==> config.mk <==
export PLATFORM = sky130hd
export DESIGN_NAME = cfg_word_loader
export DESIGN_NICKNAME = d
export VERILOG_FILES = /design/src/rtl/cwl_pkg.sv /design/src/rtl/cwl_fetch_ctrl.sv /design/src/rtl/cwl_word_pack.sv /design/src/rtl/cwl_boot_vec.sv /design/src/rtl/cfg_word_loader.sv
export SDC_FILE = /design/constraint.sdc
export NUM_CORES = 1
export LEC_CHECK = 0
export ABC_AREA = 0
export BUFFER_PORTS_ARGS = -buffer_cell sky130_fd_sc_hd__buf_4
export CAP_MARGIN = 40
export CORE_MARGIN = 4
export CORE_UTILIZATION = 30
export CTS_BUF_LIST = sky130_fd_sc_hd__clkbuf_2 sky130_fd_sc_hd__clkbuf_4 sky130_fd_sc_hd__clkbuf_8
export CTS_CLUSTER_SIZE = 14
export DETAILED_ROUTE_END_ITERATION = 8
export HOLD_SLACK_MARGIN = 0.05
export PLACE_DENSITY = 0.54
export SETUP_SLACK_MARGIN = 0.3
export SYNTH_ARGS = -nofsm -noshare
export SYNTH_HDL_FRONTEND = slang
export SYNTH_SLANG_ARGS = --single-unit
==> constraint.sdc <==
create_clock -name clk -period 6.2 [get_ports clk]
set_clock_uncertainty 0.05 [all_clocks]
set_input_delay 0.93 -clock clk [delete_from_list [all_inputs] [get_ports clk]]
set_output_delay 0.93 -clock clk [all_outputs]
set_load 0.1 [all_outputs]
==> src/rtl/cwl_pkg.sv <==
package cwl_pkg;
  typedef enum logic [1:0] {
    LD_IDLE  = 2'd0,
    LD_FETCH = 2'd1,
    LD_DONE  = 2'd2,
    LD_FAULT = 2'd3
  } ld_state_t;

  localparam logic [31:0] VEC_BASE_HIGH = 32'hFFF0_0000;
  localparam logic [31:0] VEC_BASE_LOW  = 32'h0000_0000;
  localparam logic [31:0] VEC_OFFSET    = 32'h0000_0100;
endpackage

==> src/rtl/cwl_fetch_ctrl.sv <==
module cwl_fetch_ctrl #(
  parameter int ADDR_W      = 32,
  parameter int NUM_READS   = 32,
  parameter int READ_STRIDE = 8,
  parameter int ACK_TIMEOUT = 256,
  localparam int CNT_W      = $clog2(NUM_READS),
  localparam int TO_W       = $clog2(ACK_TIMEOUT + 1)
) (
  input  logic              clk,
  input  logic              rst,
  input  logic              mem_ack,
  output logic              mem_req,
  output logic [ADDR_W-1:0] mem_addr,
  output logic              beat,
  output logic [CNT_W-1:0]  beat_idx,
  output logic              last_beat,
  output logic              load_err
);
  import cwl_pkg::*;

  ld_state_t        state;
  logic [TO_W-1:0]  wait_cnt;

  assign mem_req   = (state == LD_FETCH);
  assign beat      = mem_req && mem_ack;
  assign last_beat = beat && (beat_idx == CNT_W'(NUM_READS - 1));

  always_ff @(posedge clk) begin
    if (rst) begin
      state    <= LD_IDLE;
      mem_addr <= '0;
      beat_idx <= '0;
      wait_cnt <= '0;
      load_err <= 1'b0;
    end else begin
      case (state)
        LD_IDLE: begin
          state    <= LD_FETCH;
          mem_addr <= '0;
          beat_idx <= '0;
          wait_cnt <= '0;
        end
        LD_FETCH: begin
          if (mem_ack) begin
            wait_cnt <= '0;
            if (beat_idx == CNT_W'(NUM_READS - 1)) begin
              state <= LD_DONE;
            end else begin
              beat_idx <= beat_idx + 1'b1;
              mem_addr <= mem_addr + ADDR_W'(READ_STRIDE);
            end
          end else if (wait_cnt == TO_W'(ACK_TIMEOUT - 1)) begin
            state    <= LD_FAULT;
            load_err <= 1'b1;
          end else begin
            wait_cnt <= wait_cnt + 1'b1;
          end
        end
        default: state <= state;
      endcase
    end
  end

  AST_ADDR_HOLD: assert property (@(posedge clk) disable iff (rst)
    (mem_req && !mem_ack) |=> $stable(mem_addr)) else $error("addr moved");
  AST_ADDR_ALIGN: assert property (@(posedge clk) disable iff (rst)
    mem_req |-> (mem_addr % READ_STRIDE == 0)) else $error("addr align");
  AST_ERR_NO_REQ: assert property (@(posedge clk) disable iff (rst)
    load_err |-> !mem_req) else $error("req after error");
  AST_ERR_STICKY: assert property (@(posedge clk) disable iff (rst)
    load_err |=> load_err) else $error("error cleared");
endmodule

==> src/rtl/cwl_word_pack.sv <==
module cwl_word_pack #(
  parameter int NUM_WORDS      = 8,
  parameter int BYTES_PER_WORD = 4,
  localparam int WORD_W        = 8 * BYTES_PER_WORD,
  localparam int SEL_W         = $clog2(BYTES_PER_WORD),
  localparam int IDX_W         = $clog2(NUM_WORDS),
  localparam int CNT_W         = SEL_W + IDX_W
) (
  input  logic              clk,
  input  logic              rst,
  input  logic              beat,
  input  logic [CNT_W-1:0]  beat_idx,
  input  logic [7:0]        byte_in,
  output logic [WORD_W-1:0] master_word,
  output logic [WORD_W-1:0] slave_word,
  output logic [IDX_W-1:0]  slave_idx,
  output logic              slave_valid
);
  logic [WORD_W-9:0]  partial;
  logic [WORD_W-1:0]  word_nx;
  logic [SEL_W-1:0]   byte_pos;
  logic [IDX_W-1:0]   word_pos;
  logic               word_end;

  assign word_nx  = {partial, byte_in};
  assign byte_pos = beat_idx[SEL_W-1:0];
  assign word_pos = beat_idx[CNT_W-1:SEL_W];
  assign word_end = beat && (byte_pos == SEL_W'(BYTES_PER_WORD - 1));

  always_ff @(posedge clk) begin
    if (rst) begin
      partial     <= '0;
      master_word <= '0;
      slave_word  <= '0;
      slave_idx   <= '0;
      slave_valid <= 1'b0;
    end else begin
      slave_valid <= 1'b0;
      if (beat) begin
        partial <= word_nx[WORD_W-9:0];
      end
      if (word_end) begin
        if (word_pos == '0) begin
          master_word <= word_nx;
        end else begin
          slave_word  <= word_nx;
          slave_idx   <= word_pos;
          slave_valid <= 1'b1;
        end
      end
    end
  end

  AST_SLV_PULSE: assert property (@(posedge clk) disable iff (rst)
    slave_valid |=> !slave_valid) else $error("valid too long");
  AST_SLV_IDX: assert property (@(posedge clk) disable iff (rst)
    slave_valid |-> (slave_idx != '0)) else $error("slave idx zero");
endmodule

==> src/rtl/cwl_boot_vec.sv <==
module cwl_boot_vec #(
  parameter int ADDR_W = 32
) (
  input  logic              clk,
  input  logic              rst,
  input  logic              fire,
  input  logic              prefix,
  output logic              cfg_done,
  output logic [ADDR_W-1:0] reset_vector
);
  import cwl_pkg::*;

  logic [ADDR_W-1:0] base_sel;
  assign base_sel = prefix ? ADDR_W'(VEC_BASE_HIGH) : ADDR_W'(VEC_BASE_LOW);

  always_ff @(posedge clk) begin
    if (rst) begin
      cfg_done     <= 1'b0;
      reset_vector <= '0;
    end else begin
      cfg_done <= fire;
      if (fire) begin
        reset_vector <= base_sel + ADDR_W'(VEC_OFFSET);
      end
    end
  end

  AST_DONE_PULSE: assert property (@(posedge clk) disable iff (rst)
    cfg_done |=> !cfg_done) else $error("done too long");
  AST_VEC_OFFSET: assert property (@(posedge clk) disable iff (rst)
    cfg_done |-> (reset_vector[11:0] == 12'h100)) else $error("vector offset");
endmodule

==> src/rtl/cfg_word_loader.sv <==
module cfg_word_loader #(
  parameter int ADDR_W         = 32,
  parameter int DATA_W         = 64,
  parameter int NUM_WORDS      = 8,
  parameter int BYTES_PER_WORD = 4,
  parameter int READ_STRIDE    = 8,
  parameter int ACK_TIMEOUT    = 256,
  parameter int PREFIX_BIT     = 26,
  localparam int WORD_W        = 8 * BYTES_PER_WORD,
  localparam int IDX_W         = $clog2(NUM_WORDS)
) (
  input  logic              clk,
  input  logic              rst,
  output logic              mem_req,
  output logic [ADDR_W-1:0] mem_addr,
  input  logic              mem_ack,
  input  logic [DATA_W-1:0] mem_rdata,
  output logic [WORD_W-1:0] master_word,
  output logic [WORD_W-1:0] slave_word,
  output logic [IDX_W-1:0]  slave_idx,
  output logic              slave_valid,
  output logic              cfg_done,
  output logic [ADDR_W-1:0] reset_vector,
  output logic              load_err
);
  localparam int NUM_READS = NUM_WORDS * BYTES_PER_WORD;
  localparam int CNT_W     = $clog2(NUM_READS);

  logic             beat;
  logic             last_beat;
  logic [CNT_W-1:0] beat_idx;
  logic [7:0]       lane_byte;

  // the byte lane is always the most significant one
  generate
    if (DATA_W > 8) begin : g_wide_bus
      logic lanes_unused;
      assign lanes_unused = ^mem_rdata[DATA_W-9:0];
    end
  endgenerate
  assign lane_byte = mem_rdata[DATA_W-1 -: 8];

  cwl_fetch_ctrl #(
    .ADDR_W     (ADDR_W),
    .NUM_READS  (NUM_READS),
    .READ_STRIDE(READ_STRIDE),
    .ACK_TIMEOUT(ACK_TIMEOUT)
  ) fetch_i (
    .clk      (clk),
    .rst      (rst),
    .mem_ack  (mem_ack),
    .mem_req  (mem_req),
    .mem_addr (mem_addr),
    .beat     (beat),
    .beat_idx (beat_idx),
    .last_beat(last_beat),
    .load_err (load_err)
  );

  cwl_word_pack #(
    .NUM_WORDS     (NUM_WORDS),
    .BYTES_PER_WORD(BYTES_PER_WORD)
  ) pack_i (
    .clk        (clk),
    .rst        (rst),
    .beat       (beat),
    .beat_idx   (beat_idx),
    .byte_in    (lane_byte),
    .master_word(master_word),
    .slave_word (slave_word),
    .slave_idx  (slave_idx),
    .slave_valid(slave_valid)
  );

  cwl_boot_vec #(
    .ADDR_W(ADDR_W)
  ) vec_i (
    .clk         (clk),
    .rst         (rst),
    .fire        (last_beat),
    .prefix      (master_word[PREFIX_BIT]),
    .cfg_done    (cfg_done),
    .reset_vector(reset_vector)
  );

  AST_DONE_NO_REQ: assert property (@(posedge clk) disable iff (rst)
    cfg_done |=> !mem_req) else $error("req after done");
  AST_DONE_NOT_ERR: assert property (@(posedge clk) disable iff (rst)
    cfg_done |-> !load_err) else $error("done with error");
endmodule

==> flow_metrics.py, run 1 <==
metrics = {
    "placement": {
        "portBuffers": 123,
        "dp_hpwl_um": 11160,
        "place_congestion": 0.8267,
        "dp_cells": 1069,
    },
    "pwr": {
        "power.share.sequential_pct": 49.0,
        "switching_share_pct": 27.72,
        "p_sw_mw": 0.5225,
        "ir_drop_uv": 136.2,
        "leakagePower_nw": 2.707,
        "combPwrFrac_pct": 7.6,
        "power_density_mw_per_mm2": 259.1,
        "intPower_mw": 1.363,
        "power.total_mw": 1.885,
        "pwr-share-clk_pct": 43.3,
    },
    "drt": {
        "postRouteAntennaNets": 0,
        "wire_per_inst_um": 15.08,
        "wl_um": 16600,
        "drt_iter0_drc": 353,
        "num_vias": 5293,
        "dr.pass1.iters": 7,
        "vias_per_cell": 4.807,
        "drc_errors": 0,
    },
    "critical_path": {
        "reg2reg_from": "fetch_i.beat_idx[0]",
        "start_kind": "flip-flop",
        "crit_path_start": "fetch_i.beat_idx[0]",
        "critPathSlowestCell": "nor2_1",
        "critical_path.endpoint_type": "flip-flop",
        "crit_fanout": 14,
        "cp_common_cell": "ha_1",
        "crit_chain": "ha_1, and3_1, ha_1, nand4bb_1, nor2_1, o21ai_0, a31oi_1",
        "crit_type": "reg2reg",
        "arrival_ns": 3.47,
        "cp.required_ns": 6.52,
        "critPathMaxStageDelay_ns": 0.74,
    },
    "clock_tree": {
        "clock_latency_ns": 0.45,
        "hold_buffers": 0,
        "cts_buffer_depth": 2,
        "root_buffer": "clkbuf_8",
        "cts_tree": "built",
        "ctsResizeCount": 0,
        "cts_buffers": 17,
        "cts_htree_levels": 4,
        "path_clk_slew_ns": 0.08,
        "post-cts-setup-buffer-count": 0,
        "clock_sinks": 141,
    },
    "timing": {
        "worst_slew_pin_slew_ns": 0.8198,
        "final-max-slew-violation-count": 0,
        "max-slew-margin-rel_pct": 44.98,
        "period_share_pct": 50.77,
        "setup_violations": 0,
        "period_minus_slack_ns": 3.148,
        "fmax_ghz": 0.3177,
        "finalSetupTns_ns": 0,
        "grt_setup_unrepaired": "false",
        "finalHoldViolations": 0,
    },
    "floorplan": {
        "boundaryPins": 202,
        "initial_core_util_pct": 30.85,
        "fp.coreArea_mm2": 0.01896,
        "die_w_um": 147.6,
        "die_h_um": 147.6,
        "design.die.area_mm2": 0.02179,
        "rows": 50,
    },
    "cells_and_area": {
        "finalNetCount": 900,
        "syn_to_final_growth_pct": 24.41,
        "fillers": 1989,
        "antenna_cells": 0,
        "multi_input_area_mm2": 0.002655,
        "drive_above_1_share_pct": 21.17,
        "ff_latch_area_mm2": 0.002823,
        "stdcell_count": 1101,
    },
    "logic_synthesis": {
        "synth_area_leaders": "dfxtp_1 (48%), nand2_1 (13%), a21oi_1 (9.6%)",
        "synth.most_common_cell": "nand2_1",
        "synth_ff_type": "dfxtp_1",
        "synthCells": 734,
        "synth_seq_cells": 141,
        "synth_top_family_by_area": "simple AND/OR/NAND/NOR gates",
        "synth_edf_count": 0,
        "yosys_warnings": 0,
        "ys_seq_area_share_pct": 48.27,
        "synthTopCellsByCount": "nand2_1 (200), dfxtp_1 (141), a21oi_1 (112)",
        "synth_top_area_share_pct": 48.27,
        "muxShareOfSynthArea_pct": 0.5135,
        "synth_top_cell_by_area": "dfxtp_1",
        "synth_fa_ha_area_share_pct": 1.070,
        "async_reset_ff_share_pct": 0,
        "synth_compound_area_share_pct": 16.54,
        "yosys.area_share.simple_pct": 24.43,
        "synth_area_mm2": 0.005848,
        "avgSynthCellArea_um2": 7.967,
        "synthXorXnorAreaFrac_pct": 1.348,
        "ys_types": 53,
    },
    "worst_hold_path": {
        "min_from": "pack_i.master_word[21]",
        "worst_hold_path_type": "reg2reg",
    },
    "global_routing": {
        "grt_pass1_wl_um": 26580,
        "antenna_found_initial": 0,
        "grt_pass1_vias": 4838,
        "grt.total_usage_pct": 15.19,
        "grt_max_degree": 46,
        "grt.overflow.total": 0,
    },
    "run_status": {
        "status": "completed",
    },
    "flow_run": {
        "max-cap-violations": 0,
    },
}
cell type report:
class / instances / area share (%)
clock inverters: 13 / 2.442
flip-flops and latches: 141 / 38.80
repair buffers: 132 / 13.79
well taps: 260 / 4.471
clock buffers: 19 / 3.594
inverters: 8 / 0.4127
multi-input cells: 528 / 36.49
placed cells by master (no fill, tap or decap), drive strengths merged, types with 4 or more instances in the layout:
cell type / netlist / final
xnor2: 8 / 8
and3: 6 / 6
conb: 1 / 22
ha: 5 / 5
a31oi: 10 / 10
nor2: 39 / 39
or3: 9 / 9
nand4: 11 / 11
nand2: 200 / 200
nand3: 15 / 15
inv: 8 / 13
nor3: 7 / 7
o211ai: 4 / 4
nor4: 7 / 7
a21oi: 112 / 112
a22oi: 4 / 4
or4: 4 / 4
and4: 4 / 4
clkbuf: 40 / 19
or2: 4 / 4
buf: 38 / 132
dfxtp: 141 / 141
o21ai: 17 / 17
critical path: cells and delay by family (launching register included):
| kind | cells | cell delay (ns) |
|---|---|---|
| compound gates | 2 | 0.39 |
| fa+ha+maj | 2 | 0.60 |
| flops | 1 | 0.34 |
| simple gates | 3 | 1.69 |
metal layers:
layer / vias to the layer above / wire length [µm] / GRT usage [%] / share of wire [%]
li1: 2654 / - / - / -
met1: 2491 / 7962 / 20.91 / 48
met2: 135 / 7524 / 22.90 / 45
met3: 13 / 948 / 4.752 / 5.7
met4: 0 / 167 / 4.427 / 1.0
met5: - / 0 / 0 / 0
final timing paths:
check                                               to  slack (ns)  depth (start not counted)
worst max register to register    fetch_i.mem_addr[29]        3.05                          7
worst min register to register  pack_i.master_word[21]        0.41                          2
worst min-delay path            pack_i.master_word[21]        0.41                          2
worst max-delay path              fetch_i.mem_addr[29]        3.05                          7
kinds of logic (layout without fill, tap and decap cells):
family	after synthesis	count (layout)
flops	141	141
simple gates	319	319
other cells	1	22
fa+ha+maj	5	5
mux	3	3
compound gates	170	170
xor+xnor	9	9
buf+inv	86	172
power by group through the flow:
stage                     clock network [mW]  logic (mW)  registers (mW)
after floorplan                            0       0.123           0.945
after global placement                     0       0.142           0.946
after detailed placement                   0       0.144           0.946
after CTS                              0.843       0.144           0.924
after global routing                   0.885       0.154           0.926
final                                  0.817       0.144           0.924
state kept, by name, summed over array words and instances (netlist names), 3 cells and up:
signal and flops:
fetch_i.beat_idx 5, fetch_i.mem_addr 29, fetch_i.wait_cnt 9, pack_i.master_word 32, pack_i.partial 24, pack_i.slave_idx 3, pack_i.slave_word 32
metrics by stage:
step	setup slack, ns	hold slack [ns]	cell area (µm²)	utilization, %
2_1_floorplan	3.232	0.3953	5927	-
3_3_place_gp	3.138	0.3922	6817	35.96
3_5_place_dp	3.111	0.3982	6837	36.07
4_1_cts	3.074	0.4110	7276	38.38
5_1_grt	2.866	0.4261	7276	38.38
6_report	3.052	0.4069	7276	38.38
Power figures use the tool's default switching activity.
==> run 2, diff against run 1 <==
--- a/config.mk
+++ b/config.mk
@@ -5,7 +5,7 @@
 export SDC_FILE = /design/constraint.sdc
 export NUM_CORES = 1
 export LEC_CHECK = 0
-export ABC_AREA = 0
+export ABC_AREA = 1
 export BUFFER_PORTS_ARGS = -buffer_cell sky130_fd_sc_hd__buf_4
 export CAP_MARGIN = 40
 export CORE_MARGIN = 4
==> constraint.sdc (replaced) <==
create_clock -name clk -period 3 [get_ports clk]
set_clock_uncertainty 0.05 [all_clocks]
set_input_delay 0.45 -clock clk [delete_from_list [all_inputs] [get_ports clk]]
set_output_delay 0.45 -clock clk [all_outputs]
set_load 0.1 [all_outputs]
==> run 2 against run 1 <==
  * Largest cell class unchanged
  * Via count decreased by 1.6%
  * Final cell count up 5.6%
  * Flip-flop and latch count unchanged
  * Combinational power is 120% higher
  * Synthesized area is 2.3% higher
  * Die area is 2.2% higher
==> flow_metrics.py, run 2 <==
metrics = {
    "placement": {
        "portBuffers": 123,
        "place_congestion": 0.8224,
        "dp_cells": 1131,
        "dp_hpwl_um": 10640,
    },
    "logic_synthesis": {
        "ys_seq_area_share_pct": 47.18,
        "synth_top_area_share_pct": 47.18,
        "synth_area_leaders": "dfxtp_1 (47%), a21oi_1 (7.9%), nand2_1 (7.5%)",
        "synth_area_mm2": 0.005983,
        "synth_edf_count": 0,
        "avgSynthCellArea_um2": 7.612,
        "synth_seq_cells": 141,
        "synthTopCellsByCount": "dfxtp_1 (141), nand2_1 (120), nor2_1 (101)",
        "yosys_warnings": 0,
        "synth_top_cell_by_area": "dfxtp_1",
        "ys_types": 37,
        "synth_ff_type": "dfxtp_1",
        "async_reset_ff_share_pct": 0,
        "synthCells": 786,
        "synth.most_common_cell": "dfxtp_1",
    },
    "cells_and_area": {
        "drive_above_1_share_pct": 21.16,
        "largestRegisters": "pack_i.master_word (32), pack_i.slave_word (32), fetch_i.mem_addr (29)",
        "final_common_cell": "dfxtp_1",
        "fillers": 2100,
        "layout_common_cells": "dfxtp_1 (141), buf_4 (127), nand2_1 (120)",
        "antenna_cells": 0,
        "multi_input_area_mm2": 0.002489,
        "stdcell_count": 1163,
        "syn_to_final_growth_pct": 22.90,
        "finalNetCount": 957,
        "ff_latch_area_mm2": 0.002823,
    },
    "critical_path": {
        "reg2reg_from": "fetch_i.beat_idx[0]",
        "crit_fanout": 11,
        "crit_path_start": "fetch_i.beat_idx[0]",
        "start_kind": "flip-flop",
        "critical_path.endpoint_type": "flip-flop",
        "crit_type": "reg2reg",
        "cp.required_ns": 3.34,
        "arrival_ns": 2.69,
    },
    "clock_tree": {
        "hold_buffers": 0,
        "ctsResizeCount": 0,
        "post-cts-setup-buffer-count": 0,
        "clock_latency_ns": 0.45,
        "cts_buffers": 17,
        "cts_buffer_depth": 2,
        "root_buffer": "clkbuf_8",
        "path_clk_slew_ns": 0.09,
        "clock_sinks": 141,
        "cts_tree": "built",
        "cts_htree_levels": 4,
    },
    "floorplan": {
        "design.die.area_mm2": 0.02227,
        "die_w_um": 149.2,
        "boundaryPins": 202,
        "fp.coreArea_mm2": 0.01953,
        "die_h_um": 149.2,
        "rows": 51,
        "initial_core_util_pct": 30.64,
    },
    "timing": {
        "finalHoldViolations": 0,
        "setup_violations": 0,
        "grt_setup_unrepaired": "false",
        "fmax_ghz": 0.4266,
        "finalSetupTns_ns": 0,
        "period_minus_slack_ns": 2.344,
        "max-slew-margin-rel_pct": 66.19,
        "period_share_pct": 78.14,
        "final-max-slew-violation-count": 0,
        "worst_slew_pin_slew_ns": 0.5072,
    },
    "run_status": {
        "status": "completed",
    },
    "global_routing": {
        "antenna_found_initial": 0,
        "grt_pass1_vias": 4848,
        "grt_max_degree": 93,
        "grt_pass1_wl_um": 24810,
        "grt.overflow.total": 0,
        "grt.total_usage_pct": 13.90,
    },
    "pwr": {
        "power_density_mw_per_mm2": 536.7,
        "leakagePower_nw": 3.025,
        "ir_drop_uv": 259.5,
    },
    "drt": {
        "wire_per_inst_um": 13.22,
        "drc_errors": 0,
        "postRouteAntennaNets": 0,
        "drt_iter0_drc": 220,
        "num_vias": 5209,
        "vias_per_cell": 4.479,
        "wl_um": 15370,
        "dr.pass1.iters": 4,
    },
    "worst_hold_path": {
        "min_from": "mem_rdata[57]",
        "worst_hold_path_type": "in2reg",
    },
    "flow_run": {
        "max-cap-violations": 0,
    },
}
-- run 2: cell count changes in the layout (fill, tap and decap cells not counted), moves of 8 or more --
cell	delta
a21oi_1	-18
a21oi_2	+11
a31oi_1	-8
inv_1	+61
nand2_1	-80
nand3_1	+8
nor2_1	+62
o21ai_0	+53
o21ai_1	+37
xnor2_1	-8
-- run 2: where the power goes --
group	internal (mW)	switching [mW]	leakage, nW
clock	0.884	0.829	0.229
sequential	1.90	0.0150	1.14
combinational	0.0528	0.267	1.66
total	2.84	1.11	3.02
-- run 2: worst paths after layout --
kind | to | cells past startpoint | slack [ns]
hold reg to reg | fetch_i.load_err | 2 | 0.41
setup / recovery | fetch_i.mem_addr[8] | 13 | 0.66
setup reg to reg | fetch_i.mem_addr[8] | 13 | 0.66
hold / removal | pack_i.slave_word[1] | 3 | 0.20
-- run 2: worst max-delay path, cell delays in order (launching register included) --
cell	delay, ns
dfxtp_1	0.38
ha_1	0.25
nand2_1	0.09
nor2_1	0.10
ha_1	0.30
inv_1	0.09
nand3_1	0.09
nand2_1	0.07
inv_1	0.29
buf_4	0.27
nand2_1	0.06
o211ai_1	0.09
o211ai_1	0.11
inv_1	0.07
-- run 2: kinds of logic after synthesis --
family	count (synthesis)	synth area share, %
XOR/XNOR	1	0.1464
AO/OA/AOI/OAI	222	19.64
other	1	0.06268
adder cells (fa/ha/maj)	5	1.046
buffers and inverters	144	12.55
flip-flops	141	47.18
AND/OR/NAND/NOR	272	19.39
-- run 2: metrics by stage --
step,util [%],hold slack (ns),cell area (µm²),total power [mW],setup WS [ns]
2_1_floorplan,-,0.3941,6062,2.238,0.7049
3_3_place_gp,35.36,0.3931,6905,2.279,0.6737
3_5_place_dp,35.36,0.3950,6905,2.279,0.6699
4_1_cts,37.66,0.1718,7353,4.010,0.6322
5_1_grt,37.66,0.1890,7353,4.109,0.3638
6_report,37.66,0.1999,7353,3.946,0.6559
-- run 2: layer usage --
metal	share of wire (%)	global-route usage [%]
met1	47	18.45
met2	44	20.91
met3	8.2	5.409
met4	1.1	4.256
met5	0	0
-- run 2: cell type report --
class / count / area share, %
sequential: 141 / 38.39
multi-input combinational: 522 / 33.84
timing repair buffer: 128 / 13.24
tap: 265 / 4.509
inverter: 75 / 3.931
clock buffer: 18 / 3.369
clock inverter: 14 / 2.722
